$ cat src/rtl/sram_byte_ctl_pkg.sv
package sram_byte_ctl_pkg;
  localparam int LANE_W = 8;
  localparam int LANES  = 2;
  localparam int WORD_W = LANE_W * LANES;

  typedef enum logic [2:0] {
    ST_IDLE,
    ST_WSETUP,
    ST_WPULSE,
    ST_WHOLD,
    ST_RACC
  } seq_state_e;
endpackage

$ cat src/rtl/sram_byte_ctl_timer.sv
module sram_byte_ctl_timer #(
  parameter int CNT_W = 2
) (
  input  logic             clk,
  input  logic             rst_n,
  input  logic             load,
  input  logic [CNT_W-1:0] load_val,
  output logic             expired
);
  logic [CNT_W-1:0] cnt_q;

  always_ff @(posedge clk) begin
    if (!rst_n)            cnt_q <= '0;
    else if (load)         cnt_q <= load_val;
    else if (cnt_q != '0)  cnt_q <= cnt_q - 1'b1;
  end

  assign expired = (cnt_q == '0);
endmodule

$ cat src/rtl/sram_byte_ctl_seq.sv
module sram_byte_ctl_seq
  import sram_byte_ctl_pkg::*;
#(
  parameter int READ_CYCLES  = 2,
  parameter int WRITE_CYCLES = 2
) (
  input  logic clk,
  input  logic rst_n,
  input  logic req_valid,
  input  logic req_write,
  input  logic mask_any,
  output logic req_ready,
  output logic load,
  output logic capture,
  output logic zero_rsp,
  output logic active_next,
  output logic mem_ce_n,
  output logic mem_we_n,
  output logic mem_oe_n,
  output logic mem_dq_oe,
  output logic rsp_valid
);
  localparam int MAXC  = (READ_CYCLES > WRITE_CYCLES) ? READ_CYCLES : WRITE_CYCLES;
  localparam int CNT_W = (MAXC < 2) ? 1 : $clog2(MAXC);

  seq_state_e       state_q, state_d;
  logic             tmr_load, tmr_zero;
  logic [CNT_W-1:0] tmr_val;

  sram_byte_ctl_timer #(.CNT_W(CNT_W)) u_timer (
    .clk      (clk),
    .rst_n    (rst_n),
    .load     (tmr_load),
    .load_val (tmr_val),
    .expired  (tmr_zero)
  );

  always_comb begin
    state_d  = state_q;
    tmr_load = 1'b0;
    tmr_val  = '0;
    load     = 1'b0;
    capture  = 1'b0;
    zero_rsp = 1'b0;
    unique case (state_q)
      ST_IDLE: begin
        if (req_valid) begin
          load = 1'b1;
          if (!mask_any) begin
            zero_rsp = !req_write;
          end else if (req_write) begin
            state_d = ST_WSETUP;
          end else begin
            state_d  = ST_RACC;
            tmr_load = 1'b1;
            tmr_val  = CNT_W'(READ_CYCLES - 1);
          end
        end
      end
      ST_WSETUP: begin
        state_d  = ST_WPULSE;
        tmr_load = 1'b1;
        tmr_val  = CNT_W'(WRITE_CYCLES - 1);
      end
      ST_WPULSE: if (tmr_zero) state_d = ST_WHOLD;
      ST_WHOLD:  state_d = ST_IDLE;
      ST_RACC: begin
        if (tmr_zero) begin
          state_d = ST_IDLE;
          capture = 1'b1;
        end
      end
      default: state_d = ST_IDLE;
    endcase
  end

  assign req_ready   = (state_q == ST_IDLE);
  assign active_next = (state_d != ST_IDLE);

  always_ff @(posedge clk) begin
    if (!rst_n) begin
      state_q   <= ST_IDLE;
      mem_ce_n  <= 1'b1;
      mem_we_n  <= 1'b1;
      mem_oe_n  <= 1'b1;
      mem_dq_oe <= 1'b0;
      rsp_valid <= 1'b0;
    end else begin
      state_q   <= state_d;
      mem_ce_n  <= (state_d == ST_IDLE);
      mem_we_n  <= (state_d != ST_WPULSE);
      mem_oe_n  <= (state_d != ST_RACC);
      mem_dq_oe <= (state_d == ST_WPULSE);
      rsp_valid <= capture | zero_rsp;
    end
  end
endmodule

$ cat src/rtl/sram_byte_ctl_lane.sv
module sram_byte_ctl_lane
  import sram_byte_ctl_pkg::*;
(
  input  logic              clk,
  input  logic              rst_n,
  input  logic              load,
  input  logic              mask_bit,
  input  logic              active_next,
  input  logic              capture,
  input  logic              zero_rsp,
  input  logic [LANE_W-1:0] wr_byte,
  input  logic [LANE_W-1:0] rd_byte,
  output logic              be_n,
  output logic [LANE_W-1:0] dq_byte,
  output logic [LANE_W-1:0] rsp_byte
);
  logic en_q, en_next;

  assign en_next = load ? mask_bit : en_q;

  always_ff @(posedge clk) begin
    if (!rst_n) begin
      en_q     <= 1'b0;
      be_n     <= 1'b1;
      dq_byte  <= '0;
      rsp_byte <= '0;
    end else begin
      en_q <= en_next;
      be_n <= !(active_next && en_next);
      if (load) dq_byte <= wr_byte;
      if (zero_rsp)     rsp_byte <= '0;
      else if (capture) rsp_byte <= en_q ? rd_byte : '0;
    end
  end
endmodule

$ cat src/rtl/sram_byte_ctl.sv
module sram_byte_ctl
  import sram_byte_ctl_pkg::*;
#(
  parameter int ADDR_W       = 18,
  parameter int READ_CYCLES  = 2,
  parameter int WRITE_CYCLES = 2
) (
  input  logic              clk,
  input  logic              rst_n,
  input  logic              req_valid,
  output logic              req_ready,
  input  logic              req_write,
  input  logic [ADDR_W-1:0] req_addr,
  input  logic [WORD_W-1:0] req_wdata,
  input  logic [LANES-1:0]  req_mask,
  output logic              rsp_valid,
  output logic [WORD_W-1:0] rsp_rdata,
  output logic [ADDR_W-1:0] mem_addr,
  output logic              mem_ce_n,
  output logic              mem_we_n,
  output logic              mem_oe_n,
  output logic              mem_lb_n,
  output logic              mem_ub_n,
  output logic [WORD_W-1:0] mem_dq_out,
  input  logic [WORD_W-1:0] mem_dq_in,
  output logic              mem_dq_oe
);
  logic             load, capture, zero_rsp, active_next;
  logic [LANES-1:0] be_n;

  sram_byte_ctl_seq #(
    .READ_CYCLES  (READ_CYCLES),
    .WRITE_CYCLES (WRITE_CYCLES)
  ) u_seq (
    .clk         (clk),
    .rst_n       (rst_n),
    .req_valid   (req_valid),
    .req_write   (req_write),
    .mask_any    (|req_mask),
    .req_ready   (req_ready),
    .load        (load),
    .capture     (capture),
    .zero_rsp    (zero_rsp),
    .active_next (active_next),
    .mem_ce_n    (mem_ce_n),
    .mem_we_n    (mem_we_n),
    .mem_oe_n    (mem_oe_n),
    .mem_dq_oe   (mem_dq_oe),
    .rsp_valid   (rsp_valid)
  );

  for (genvar g = 0; g < LANES; g++) begin : g_lane
    sram_byte_ctl_lane u_lane (
      .clk         (clk),
      .rst_n       (rst_n),
      .load        (load),
      .mask_bit    (req_mask[g]),
      .active_next (active_next),
      .capture     (capture),
      .zero_rsp    (zero_rsp),
      .wr_byte     (req_wdata[g*LANE_W +: LANE_W]),
      .rd_byte     (mem_dq_in[g*LANE_W +: LANE_W]),
      .be_n        (be_n[g]),
      .dq_byte     (mem_dq_out[g*LANE_W +: LANE_W]),
      .rsp_byte    (rsp_rdata[g*LANE_W +: LANE_W])
    );
  end

  assign mem_lb_n = be_n[0];
  assign mem_ub_n = be_n[1];

  always_ff @(posedge clk) begin
    if (!rst_n)    mem_addr <= '0;
    else if (load) mem_addr <= req_addr;
  end
endmodule

$ cat config.mk
export PLATFORM = sky130hd
export DESIGN_NAME = sram_byte_ctl
export DESIGN_NICKNAME = d
export VERILOG_FILES = /design/src/rtl/sram_byte_ctl_pkg.sv /design/src/rtl/sram_byte_ctl_timer.sv /design/src/rtl/sram_byte_ctl_seq.sv /design/src/rtl/sram_byte_ctl_lane.sv /design/src/rtl/sram_byte_ctl.sv
export SDC_FILE = /design/constraint.sdc
export NUM_CORES = 1
export LEC_CHECK = 0
export ABC_AREA = 1
export BUFFER_PORTS_ARGS = -buffer_cell sky130_fd_sc_hd__buf_2
export CORE_AREA = 2 2 62 122
export DETAILED_ROUTE_END_ITERATION = 8
export DIE_AREA = 0 0 64 124
export SETUP_SLACK_MARGIN = 0.05
export SYNTH_ARGS = -nofsm -noshare
export SYNTH_HDL_FRONTEND = slang
export SYNTH_SLANG_ARGS = --single-unit
export TNS_END_PERCENT = 30
$ cat constraint.sdc
create_clock -name clk -period 1.14 [get_ports clk]
set_clock_uncertainty 0.1 [all_clocks]
set_input_delay 0.171 -clock clk [delete_from_list [all_inputs] [get_ports clk]]
set_output_delay 0.171 -clock clk [all_outputs]
set_load 0.02 [all_outputs]
; After elaboration in Yosys (flattened, before gate mapping)
; Cells that the tools add are included.
[op_classes]
eq_ne = 6
muxes = 23
addsub = 1
reduce_logical = 10
n_bitwise = 2
[op_table]
columns = cell, n
row1 = two-way mux 8 bit, 2
row2 = two-way mux 3 bit, 5
row3 = two-way mux 1 bit, 14
row4 = one-hot mux 3 bit (4 select lines), 1
row5 = "equality test 3 x 2 -> 1 bit, second input constant", 2
row6 = logical NOT 3 bit, 2
row7 = OR reduction 2 bit, 2
row8 = "equality test 3 x 1 -> 1 bit, second input constant", 1
row9 = "equality test 3 bit, second input constant", 1
row10 = logical NOT 1 bit, 3
row11 = "inequality test 3 x 2 -> 1 bit, second input constant", 1
row12 = "inequality test 3 bit, second input constant", 1
row13 = nonzero test 3 bit, 1
row14 = logical AND 1 bit, 2
row15 = one-hot mux 1 bit (2 select lines), 1
row16 = inverter 1 bit, 1
row17 = OR 1 bit, 1
row18 = "subtractor 1 bit, second input constant", 1
[word_totals]
ff_bits = 63
input_bits = 56

; Depth between registers and ports, before layout
[logic_depth]
ltp_word = 7
depth_mapped = 8
depth_no_buf = 8

; Cells and area by module
; From an unflattened synthesis, not the netlist that was laid out.
[unflattened]
hier_cells = 325
area_unflattened_um2 = 2453.6
[by_module_without_submodules]
columns = module, n_inst, cells_per_inst, area_each_um2
row1 = sram_byte_ctl_lane, 2, 79, 660.6
row2 = sram_byte_ctl, 1, 115, 764.5
row3 = sram_byte_ctl_seq, 1, 47, 330.3
row4 = sram_byte_ctl_timer, 1, 5, 37.5

; Worst setup path after synthesis
; Ideal clock, no wire load.
[synth_timing]
kind = reg-to-reg
from = reg u_seq.state_q[0]
to = reg g_lane[0].u_lane.rsp_byte[6]
setup_time_ps = 115
path_slack_ps = -126
n_path_buf = 1
stages_incl_launch_ff = 8
arrival_time_ps = 1050
t_required_ps = 925
path_cell_list = dfxtp_1 -> nor2_4 -> nand2_4 -> nor2_8 -> nand4_4 -> nand2_4 -> buf_6 -> a21oi_2
[synth_via]
elab_chain_len = 3
[synth_rtl]
columns = item, line
row1 = start: declaration, sram_byte_ctl_seq.sv:26  ; seq_state_e state_q, state_d;
row2 = start signal: assignment, sram_byte_ctl_seq.sv:89  ; state_q <= state_d;
row3 = logical NOT 3 bit, sram_byte_ctl_seq.sv:45  ; unique case (state_q)
row4 = two-way mux 1 bit, sram_byte_ctl_seq.sv:45
row5 = OR reduction 2 bit (no line), -
row6 = end signal: assignment, sram_byte_ctl_lane.sv:32  ; else if (capture) rsp_byte <= en_q ? rd_byte : '0;
row7 = end: declaration, sram_byte_ctl_lane.sv:15  ; output logic [LANE_W-1:0] rsp_byte
; Several ways; a longest one is shown, not always the timed one.
; A chain may end at the register's enable or synchronous reset.

; Worst setup path after layout
[layout_timing]
from = reg u_seq.state_q[0]
to = reg g_lane[0].u_lane.dq_byte[5]
[layout_via]
elab_chain_len = 2
[layout_rtl]
columns = item, line
row1 = logical NOT 3 bit, sram_byte_ctl_seq.sv:45
row2 = two-way mux 1 bit, sram_byte_ctl_seq.sv:45
row3 = end signal: assignment, sram_byte_ctl_lane.sv:30  ; if (load) dq_byte <= wr_byte;
row4 = end: declaration, sram_byte_ctl_lane.sv:14  ; output logic [LANE_W-1:0] dq_byte,
; Every way passes these cells.

==> impl_metrics.toml <==
[grt]
grt_max_degree = 21
grt_usage = 0.175
grt-ovfl-total = 0
grt_pass1_vias = 2398
grt_pass1_wl_um = 10500
grt_antenna_before_repair = 0

[synthesis]
synth_top_area_share = 0.528
syn_area_per_cell_um2 = 8.53
yosysMostFrequentCell = "nor2_1"
yosysTopAreaCell = "dfxtp_1"
ys_seq_area_frac = 0.528
synth_enable_flop_cells = 0
ys_warn_count = 0
synth_area_um2 = 2390
ys_async_sr_fraction = 0
ys_ff_latch = 63
synth-main-ff-cell = "dfxtp_1"
ys_types = 23
synthTopCellsByArea = "dfxtp_1, nor2_1, a21oi_2"
synth_common_cells = "nor2_1, dfxtp_1, nand2_1"
syn_nets = 336
netlist_instances = 280

[timing]
holdWs_ns = 0.0110
finalMaxSlewViolations = 0
worst_pin_slew_ns = 0.349
final-setup-viol-count = 59
fmax_ghz = 0.694
rsz0062_at_grt = "true"
fin_crit_ns = 1.44
tns_ns = -15.22
hold_viol = 0
setup_ws_ns = -0.302
maxSlewHeadroom = 0.767
fin_crit_sh = 1.26

[routing]
ant_nets = 0
drt_wl_total_um = 6990
drc_errors = 0
dr_total_vias = 2476
dr.pass1.iters = 4
vias_per_cell = 4.58
wl_per_cell_um = 12.9
drt_iter0_markers = 92

[setup_path]
worstReg2RegEnd = "g_lane[0].u_lane.dq_byte[5]"
cp_max_fo = 20
critPathMaxStageDelay_ns = 0.33
path_cells = "nor2_4 -> nand2_4 -> buf_12 -> nor2_8 -> inv_4 -> buf_12 -> nor2_1 -> nor2_1"
crit_family = "simple AND/OR/NAND/NOR gates"
slowest_stage = "dfxtp_2"
critPathBufInv = 3
start_kind = "register"
r2r_slack_ns = -0.30
reg2regPathDepth = 8
cp.required_ns = 1.26
cp-end-kind = "register"
r2r_start = "u_seq.state_q[0]"
crit_type = "register to register"
critPathLaunch = "u_seq.state_q[0]"
cp.arrival_ns = 1.56

[final_layout]
fillCellCount = 583
antennaDiodeCount = 0
layoutNonFillerInstCount = 541
finalNetCount = 502
drive_gt1_frac = 0.479
postLayoutCellArea_um2 = 4190
syn_to_final_growth_pct = 75.2

[clocking]
htree_levels = 3
cts_made_buffers = 9
clk_pin_slew_ns = 0.05
clkLatencyLatePin_ns = 0.32
cts.sinks = 63
clk_path_buf_depth = 2
cts_tree = "done"
clockRootBuffer = "clkbuf_16"

[placement]
io_buffer_count = 113
dp_hpwl_um = 4560
gp_congestion = 0.727
place_area_um2 = 3130
place_inst = 488

[floorplan]
die_h_um = 124
core_area_um2 = 6940
rows = 43
start_util = 0.344
die_area_um2 = 7940
num_io_pins = 114
die_x_um = 64

[run]
drv_cap = 0

[min_path]
holdPathEnd = "g_lane[0].u_lane.rsp_byte[3]"
whs_path_depth = 3
hold_path_class = "primary input to register"
min_from = "mem_dq_in[3]"

[power_and_ir_drop]
totalPowerFinal_mw = 7.08
cellLeakagePower_nw = 1.86
p_per_area_nw_per_um2 = 1690
peakVddDrop_uv = 1060

[status]
status = "complete, but fails checks"
violations = "negative setup slack"
-- per-layer routing --
layer | vias to the layer above | track usage | routed length, µm
met2 | 84 | 0.326 | 4010
li1 | 1234 | - | -
met4 | 0 | 0.0951 | 165
met1 | 1145 | 0.166 | 2420
met5 | - | 0 | 0
met3 | 13 | 0.0551 | 395
-- through the flow --
step                 util  setup WS, ns
floorplan               -        -0.111
global placement    0.451        -0.140
detailed placement  0.451        -0.179
CTS                 0.570        -0.282
global route        0.603        -0.386
finish              0.603        -0.302
-- sequential cells by signal, summed over array words and instances, names as in the netlist --
register                cells
u_seq.mem_we_n              1
u_seq.state_q               3
u_seq.mem_ce_n              1
u_seq.mem_oe_n              1
g_lane.u_lane.dq_byte      16
u_seq.u_timer.cnt_q         1
g_lane.u_lane.rsp_byte     16
g_lane.u_lane.en_q          2
u_seq.mem_dq_oe             1
g_lane.u_lane.be_n          2
mem_addr                   18
u_seq.rsp_valid             1
-- cell families after synthesis --
logic type,count (synthesis),synth area share
simple gates,128,0.241
flops,63,0.528
compound gates,57,0.145
buf+inv,32,0.0864
-- worst max-delay path by stage --
stage / slack, ns / cells past startpoint / end
final: -0.30 / 8 / g_lane[0].u_lane.dq_byte[5]
after global routing: -0.39 / 7 / g_lane[0].u_lane.rsp_byte[2]
after CTS: -0.28 / 7 / g_lane[0].u_lane.rsp_byte[0]
after detailed placement: -0.18 / 6 / g_lane[0].u_lane.rsp_byte[0]
after global placement: -0.14 / 6 / g_lane[0].u_lane.rsp_byte[5]
after floorplan: -0.11 / 7 / g_lane[0].u_lane.rsp_byte[6]
-- layout by cell type (no fill, tap or decap), types with 9 or more instances in the layout --
cell           count
dlygate4sd3_1     34
o21ai_0           14
nor2_2            29
dfxtp_1           60
nand2_1           27
buf_4             30
buf_2             61
nand3_1           17
inv_1             11
o21ai_1           19
clkbuf_16          9
a21oi_2           13
buf_6             41
nor2_1            42
-- tightest hold or removal path, cell delays in order --
cell and delay (ns):
buf_2 0.10, nand3_1 0.07, a21oi_1 0.05
-- repair_timing --
action,in CTS,in global routing
setup endpoints to repair,102,111
pin swaps,3,3
hold buffers,34,0
setup buffers,1,2
hold endpoints to repair,34,0
gates resized for setup,68,67
-- report_power, final --
part | switching (mW) | internal (mW) | leakage [nW]
sequential | 0.174 | 2.46 | 0.519
combinational | 1.02 | 0.933 | 1.20
clock | 0.917 | 1.58 | 0.136
total | 2.11 | 4.97 | 1.86
-- final cells by class --
cell class	count	area (µm²)	share of cell area
clock buffers	13	260	0.0622
clock inverters	3	17.5	0.00418
inverters	16	62.6	0.0149
multi-input cells	185	1040	0.247
flip-flops and latches	63	1260	0.302
well taps	90	113	0.0269
repair buffers	171	1430	0.342
Note: power is estimated with default switching activity, not from simulation.
